`config.mk`:
```
export PLATFORM = sky130hd
export DESIGN_NAME = sweep_blank_ctrl
export DESIGN_NICKNAME = d
export VERILOG_FILES = /design/src/rtl/sbc_pkg.sv /design/src/rtl/sbc_span_sel.sv /design/src/rtl/sbc_tick_counter.sv /design/src/rtl/sbc_gate_fsm.sv /design/src/rtl/sweep_blank_ctrl.sv
export SDC_FILE = /design/constraint.sdc
export NUM_CORES = 1
export LEC_CHECK = 0
export BUFFER_PORTS_ARGS = -buffer_cell sky130_fd_sc_hd__buf_2
export CORE_MARGIN = 4
export CORE_UTILIZATION = 50
export CTS_CLUSTER_SIZE = 30
export DETAILED_ROUTE_END_ITERATION = 8
export PLACE_DENSITY = 0.73
export SLEW_MARGIN = 20
export SYNTH_ARGS = -nofsm -noshare
export SYNTH_HDL_FRONTEND = slang
export SYNTH_SLANG_ARGS = --single-unit
```
`constraint.sdc`:
```
create_clock -name clk_i -period 1.93 [get_ports clk_i]
set_clock_uncertainty 0.1 [all_clocks]
set_input_delay 0.579 -clock clk_i [delete_from_list [all_inputs] [get_ports clk_i]]
set_output_delay 0.579 -clock clk_i [all_outputs]
set_load 0.01 [all_outputs]
```
`src/rtl/sbc_pkg.sv`:
```
package sbc_pkg;

    typedef enum logic {
        SPAN_NARROW = 1'b0,
        SPAN_WIDE   = 1'b1
    } span_e;

    typedef enum logic {
        GATE_IDLE  = 1'b0,
        GATE_BLANK = 1'b1
    } gate_state_e;

    localparam int unsigned DEF_NARROW_TICKS = 20000;
    localparam int unsigned DEF_WIDE_TICKS   = 60000;

    function automatic int unsigned span_max(input int unsigned a, input int unsigned b);
        return (a > b) ? a : b;
    endfunction

    function automatic int unsigned span_ticks(input span_e sel,
                                               input int unsigned narrow_ticks,
                                               input int unsigned wide_ticks);
        return (sel == SPAN_WIDE) ? wide_ticks : narrow_ticks;
    endfunction

endpackage

```
`src/rtl/sbc_span_sel.sv`:
```
module sbc_span_sel
    import sbc_pkg::*;
#(
    parameter int unsigned NARROW_TICKS = DEF_NARROW_TICKS,
    parameter int unsigned WIDE_TICKS   = DEF_WIDE_TICKS,
    parameter int unsigned CNT_W        = 16
) (
    input  logic             wide_sel_i,
    output logic [CNT_W-1:0] span_o
);
    span_e       sel;
    int unsigned ticks;

    always_comb begin
        sel    = span_e'(wide_sel_i);
        ticks  = span_ticks(sel, NARROW_TICKS, WIDE_TICKS);
        span_o = ticks[CNT_W-1:0];
    end
endmodule

```
`src/rtl/sbc_tick_counter.sv`:
```
module sbc_tick_counter #(
    parameter int unsigned CNT_W = 16
) (
    input  logic             clk_i,
    input  logic             rst_i,
    input  logic             load_i,
    input  logic [CNT_W-1:0] load_val_i,
    input  logic             dec_i,
    output logic             last_o
);
    localparam logic [CNT_W-1:0] ONE = CNT_W'(1);

    logic [CNT_W-1:0] remain_q;

    always_ff @(posedge clk_i) begin
        if (rst_i) begin
            remain_q <= '0;
        end else if (load_i) begin
            remain_q <= load_val_i;
        end else if (dec_i && (remain_q != '0)) begin
            remain_q <= remain_q - ONE;
        end
    end

    assign last_o = (remain_q == ONE);
endmodule

```
`src/rtl/sbc_gate_fsm.sv`:
```
module sbc_gate_fsm
    import sbc_pkg::*;
(
    input  logic clk_i,
    input  logic rst_i,
    input  logic run_i,
    input  logic start_i,
    input  logic tick_i,
    input  logic last_i,
    output logic active_o
);
    gate_state_e state_q, state_d;

    always_comb begin
        state_d = state_q;
        if (!run_i) begin
            state_d = GATE_IDLE;
        end else if (start_i) begin
            state_d = GATE_BLANK;
        end else if ((state_q == GATE_BLANK) && tick_i && last_i) begin
            state_d = GATE_IDLE;
        end
    end

    always_ff @(posedge clk_i) begin
        if (rst_i) begin
            state_q <= GATE_IDLE;
        end else begin
            state_q <= state_d;
        end
    end

    assign active_o = (state_q == GATE_BLANK);
endmodule

```
`src/rtl/sweep_blank_ctrl.sv`:
```
module sweep_blank_ctrl
    import sbc_pkg::*;
#(
    parameter int unsigned NARROW_TICKS = DEF_NARROW_TICKS,
    parameter int unsigned WIDE_TICKS   = DEF_WIDE_TICKS
) (
    input  logic clk_i,
    input  logic rst_i,
    input  logic blank_req_i,
    input  logic sweep_tick_i,
    input  logic wide_sel_i,
    input  logic sweep_run_i,
    output logic blank_gate_o
);
    localparam int unsigned MAX_TICKS = span_max(NARROW_TICKS, WIDE_TICKS);
    localparam int unsigned CNT_W     = $clog2(MAX_TICKS + 1);

    logic             start;
    logic             active;
    logic             last;
    logic             dec;
    logic [CNT_W-1:0] span;

    assign start = blank_req_i && sweep_run_i;
    assign dec   = active && sweep_tick_i && !start;

    sbc_span_sel #(
        .NARROW_TICKS (NARROW_TICKS),
        .WIDE_TICKS   (WIDE_TICKS),
        .CNT_W        (CNT_W)
    ) span_i (
        .wide_sel_i (wide_sel_i),
        .span_o     (span)
    );

    sbc_tick_counter #(
        .CNT_W (CNT_W)
    ) cnt_i (
        .clk_i      (clk_i),
        .rst_i      (rst_i),
        .load_i     (start),
        .load_val_i (span),
        .dec_i      (dec),
        .last_o     (last)
    );

    sbc_gate_fsm fsm_i (
        .clk_i    (clk_i),
        .rst_i    (rst_i),
        .run_i    (sweep_run_i),
        .start_i  (start),
        .tick_i   (sweep_tick_i),
        .last_i   (last),
        .active_o (active)
    );

    assign blank_gate_o = active && sweep_run_i;
endmodule

```
==> results.sh <==
export IMPL_max_stage_delay_ns=0.59
export IMPL_fillers=185
export IMPL_slew_violations=0
export IMPL_p_per_area_nw_per_um2=657
export IMPL_grt_overflow=0
export IMPL_slew_headroom=0.713
export IMPL_layout_nets=146
export IMPL_root_buffer="clkbuf_4"
export IMPL_grt_pass1_wl_um=4570
export IMPL_cts_tree="done"
export IMPL_grt_max_degree=10
export IMPL_netlist_top_cells_area="dfxtp_1 (33%), a31oi_1 (6.2%), nand2_1 (3.7%), nand2b_1 (3.7%), o31ai_1 (3.7%)"
export IMPL_power_leakage_nw=0.457
export IMPL_antenna_found_initial=0
export IMPL_p_switching_w=0.000258
export IMPL_netSwitchingFraction=0.323
export IMPL_seqPwrFrac=0.499
export IMPL_coreArea_um2=1940
export IMPL_syn_area_um2=1020
export IMPL_worstMarginPinSlew_ns=0.428
export IMPL_num_rows=16
export IMPL_synthSimpleGateAreaFrac=0.371
export IMPL_crit_arrival_ns=2.00
export IMPL_hold_class="flop to flop"
export IMPL_endpoint_kind="flop"
export IMPL_drive_gt1_frac=0.277
export IMPL_p_int_w=0.000542
export IMPL_dp_hpwl_um=1990
export IMPL_synth_xor_area_share=0
export IMPL_cts_setup_buffers=0
export IMPL_synthAdderAreaFrac=0.0246
export IMPL_r2r_slack_ns=0.06
export IMPL_place_congestion=0.875
export IMPL_combPwrFrac=0.257
export IMPL_cp_num_buf_inv=0
export IMPL_cts_hold_buf=0
export IMPL_worstReg2RegEnd="cnt_i.remain_q[12]"
export IMPL_routed_wl_um=2630
export IMPL_yosys_warnings=0
export IMPL_area_delta_synth_final_pct=20.0
export IMPL_synth_top_family_by_area="simple AND/OR/NAND/NOR gates"
export IMPL_clk_latency_ns=0.29
export IMPL_crit_slowest_cell="or4b_1"
export IMPL_cts_htree_levels=1
export IMPL_synth_cells=118
export IMPL_drtIter0Drc=41
export IMPL_cts_sinks=17
export IMPL_setup_tns_ns=0
export IMPL_worst_setup_path_start_kind="flop"
export IMPL_hold_viol_final=0
export IMPL_initial_utilization=0.523
export IMPL_die_y_um=53.1
export IMPL_dieArea_um2=2820
export IMPL_synth_area_leader_cell="dfxtp_1"
export IMPL_cp_required_ns=2.06
export IMPL_synthMuxAreaShare=0.0296
export IMPL_min_from="cnt_i.remain_q[3]"
export IMPL_dr_pass1_iters=4
export IMPL_holdWs_ns=0.399
export IMPL_fmax_mhz=534
export IMPL_worstPathCellList="nor4_4, nand4_1, or4b_1, a21oi_2"
export IMPL_numCtsBuffers=3
export IMPL_criticalPathCategory="flop to flop"
export IMPL_viasPerCell=6.35
export IMPL_period_needed_ns=1.87
export IMPL_drc=0
export IMPL_cts_buffer_depth=2
export IMPL_synth_compound_area_share=0.218
export IMPL_cap_violations=0
export IMPL_grt_total_usage=0.221
export IMPL_setup_violations=0
export IMPL_crit_family="simple AND/OR/NAND/NOR gates"
export IMPL_startpoint="cnt_i.remain_q[9]"
export IMPL_n_antenna_cell=0
export IMPL_synthDistinctLibCells=40
export IMPL_finalCritPeriodShare=0.969
export IMPL_hold_path_depth=2
export IMPL_die_width_um=53.1
export IMPL_num_vias=1042
export IMPL_grt_pass1_vias=1015
export IMPL_io_buffers=6
export IMPL_synth_top_area_frac=0.335
export IMPL_rsz0062_at_grt="no"
export IMPL_wl_per_cell_um=16.0
export IMPL_worstRegToRegCells=4
export IMPL_irDropWorstVdd_v=0.000393
export IMPL_final_antenna_net_count=0
export IMPL_clk_pin_slew_worst_paths_ns=0.10
export IMPL_p_clk_frac=0.245
export IMPL_ys_seq_area_frac=0.335
export IMPL_r2r_start="cnt_i.remain_q[9]"
export IMPL_path_max_fanout=6
export IMPL_min_to="cnt_i.remain_q[3]"
export IMPL_syn_nets=126
export IMPL_num_io_pins=7
export IMPL_outcome="completed"
export IMPL_syn_area_per_cell_um2=8.61
export IMPL_yosys_register_bits=17
-- through the flow --
| stage | worst slack, ns | util | std cells | power (W) | area (µm²) |
|---|---|---|---|---|---|
| 5_1_grt | 0.00249 | 0.628 | 164 | 0.000847 | 1220 |
| 2_1_floorplan | 0.123 | - | 118 | 0.000531 | 1020 |
| 3_3_place_gp | 0.0254 | 0.595 | 160 | 0.000592 | 1150 |
| 3_5_place_dp | -0.0323 | 0.595 | 160 | 0.000600 | 1150 |
| 4_1_cts | 0.00427 | 0.610 | 164 | 0.000794 | 1180 |
| 6_report | 0.0589 | 0.628 | 164 | 0.000800 | 1220 |
-- cell usage after synthesis (all sizes together) --
cell	number
a21o	1
a21oi	5
a311oi	1
a31oi	10
a32o	1
a41o	1
and2	3
and3	3
and4	1
and4bb	1
clkbuf	2
dfxtp	17
ha	2
inv	4
mux2i	3
nand2	10
nand2b	6
nand3	4
nand4	4
nand4b	2
nor2	6
nor3	2
nor3b	2
nor4	3
nor4b	1
o211a	1
o21ai	5
o21bai	1
o31ai	5
o41ai	2
or3	3
or4	5
or4b	1
-- logic make-up after synthesis --
kind of cell	Yosys count
compound gates	33
fa+ha+maj	2
buf+inv	6
flops	17
mux	3
simple gates	57
-- worst min-delay path: stages, from the launching register on --
cell	delay, ns
dfxtp_1	0.34
nand2_1	0.06
a21oi_1	0.06
-- how the worst max path moves through the flow --
stage	slack (ns)	endpoint	cells after the start
floorplan	0.12	cnt_i.remain_q[15]	6
global placement	0.03	cnt_i.remain_q[15]	5
detailed placement	-0.03	cnt_i.remain_q[15]	5
CTS	0.004	cnt_i.remain_q[12]	6
global route	0.002	cnt_i.remain_q[12]	6
finish	0.06	cnt_i.remain_q[12]	4
-- power by group through the flow --
stage | Clock (W) | Combinational (W) | Sequential, W
4_1_cts | 0.000200 | 0.000198 | 0.000396
6_report | 0.000196 | 0.000205 | 0.000399
3_5_place_dp | 0 | 0.000196 | 0.000404
5_1_grt | 0.000216 | 0.000228 | 0.000403
3_3_place_gp | 0 | 0.000189 | 0.000403
2_1_floorplan | 0 | 0.000132 | 0.000399
-- timing repair --
action / in CTS / in global routing
endpoints found under the setup margin: 4 / 5
pin swaps: 0 / 5
gates resized for setup: 1 / 12
gates cloned: 0 / 0
-- per-layer routing --
layer | GRT usage | vias to the layer above | part of all wire
met3 | 0.0338 | 5 | 0.054
met2 | 0.362 | 40 | 0.49
li1 | - | 511 | -
met1 | 0.291 | 486 | 0.44
met4 | 0.0809 | 0 | 0.014
met5 | 0 | - | 0
-- cell usage in the layout (no fill, tap or decap), types with 2 or more instances in the layout --
cell type | netlist | layout
clkbuf_4 | 0 | 3
o21ai_0 | 4 | 4
nand3_1 | 4 | 4
nor3b_1 | 2 | 2
nor2_1 | 5 | 4
dfxtp_1 | 17 | 14
or3_1 | 3 | 3
and2_1 | 3 | 3
or4_1 | 4 | 3
buf_4 | 0 | 11
a31oi_1 | 10 | 10
a21oi_1 | 5 | 4
o31ai_1 | 5 | 5
mux2i_1 | 3 | 3
buf_2 | 0 | 6
dfxtp_2 | 0 | 3
inv_1 | 4 | 2
nand4b_1 | 2 | 2
o41ai_1 | 2 | 2
nand2b_1 | 6 | 6
nand2_1 | 10 | 10
or4_4 | 1 | 2
inv_2 | 0 | 2
nand4_1 | 3 | 3
-- area by class of cell --
cell class | count | area [µm²] | area share
clock buffers | 4 | 26.3 | 0.0216
inverters | 4 | 15.0 | 0.0123
multi-input cells | 95 | 687 | 0.564
flip-flops and latches | 17 | 344 | 0.282
well taps | 27 | 33.8 | 0.0277
repair buffers | 17 | 113 | 0.0924
-- state kept, by name, summed over array words and instances, names as in the netlist --
signal          cells
fsm_i.active_o      1
cnt_i.remain_q     16
No activity file was read; power rests on OpenSTA's default activity.
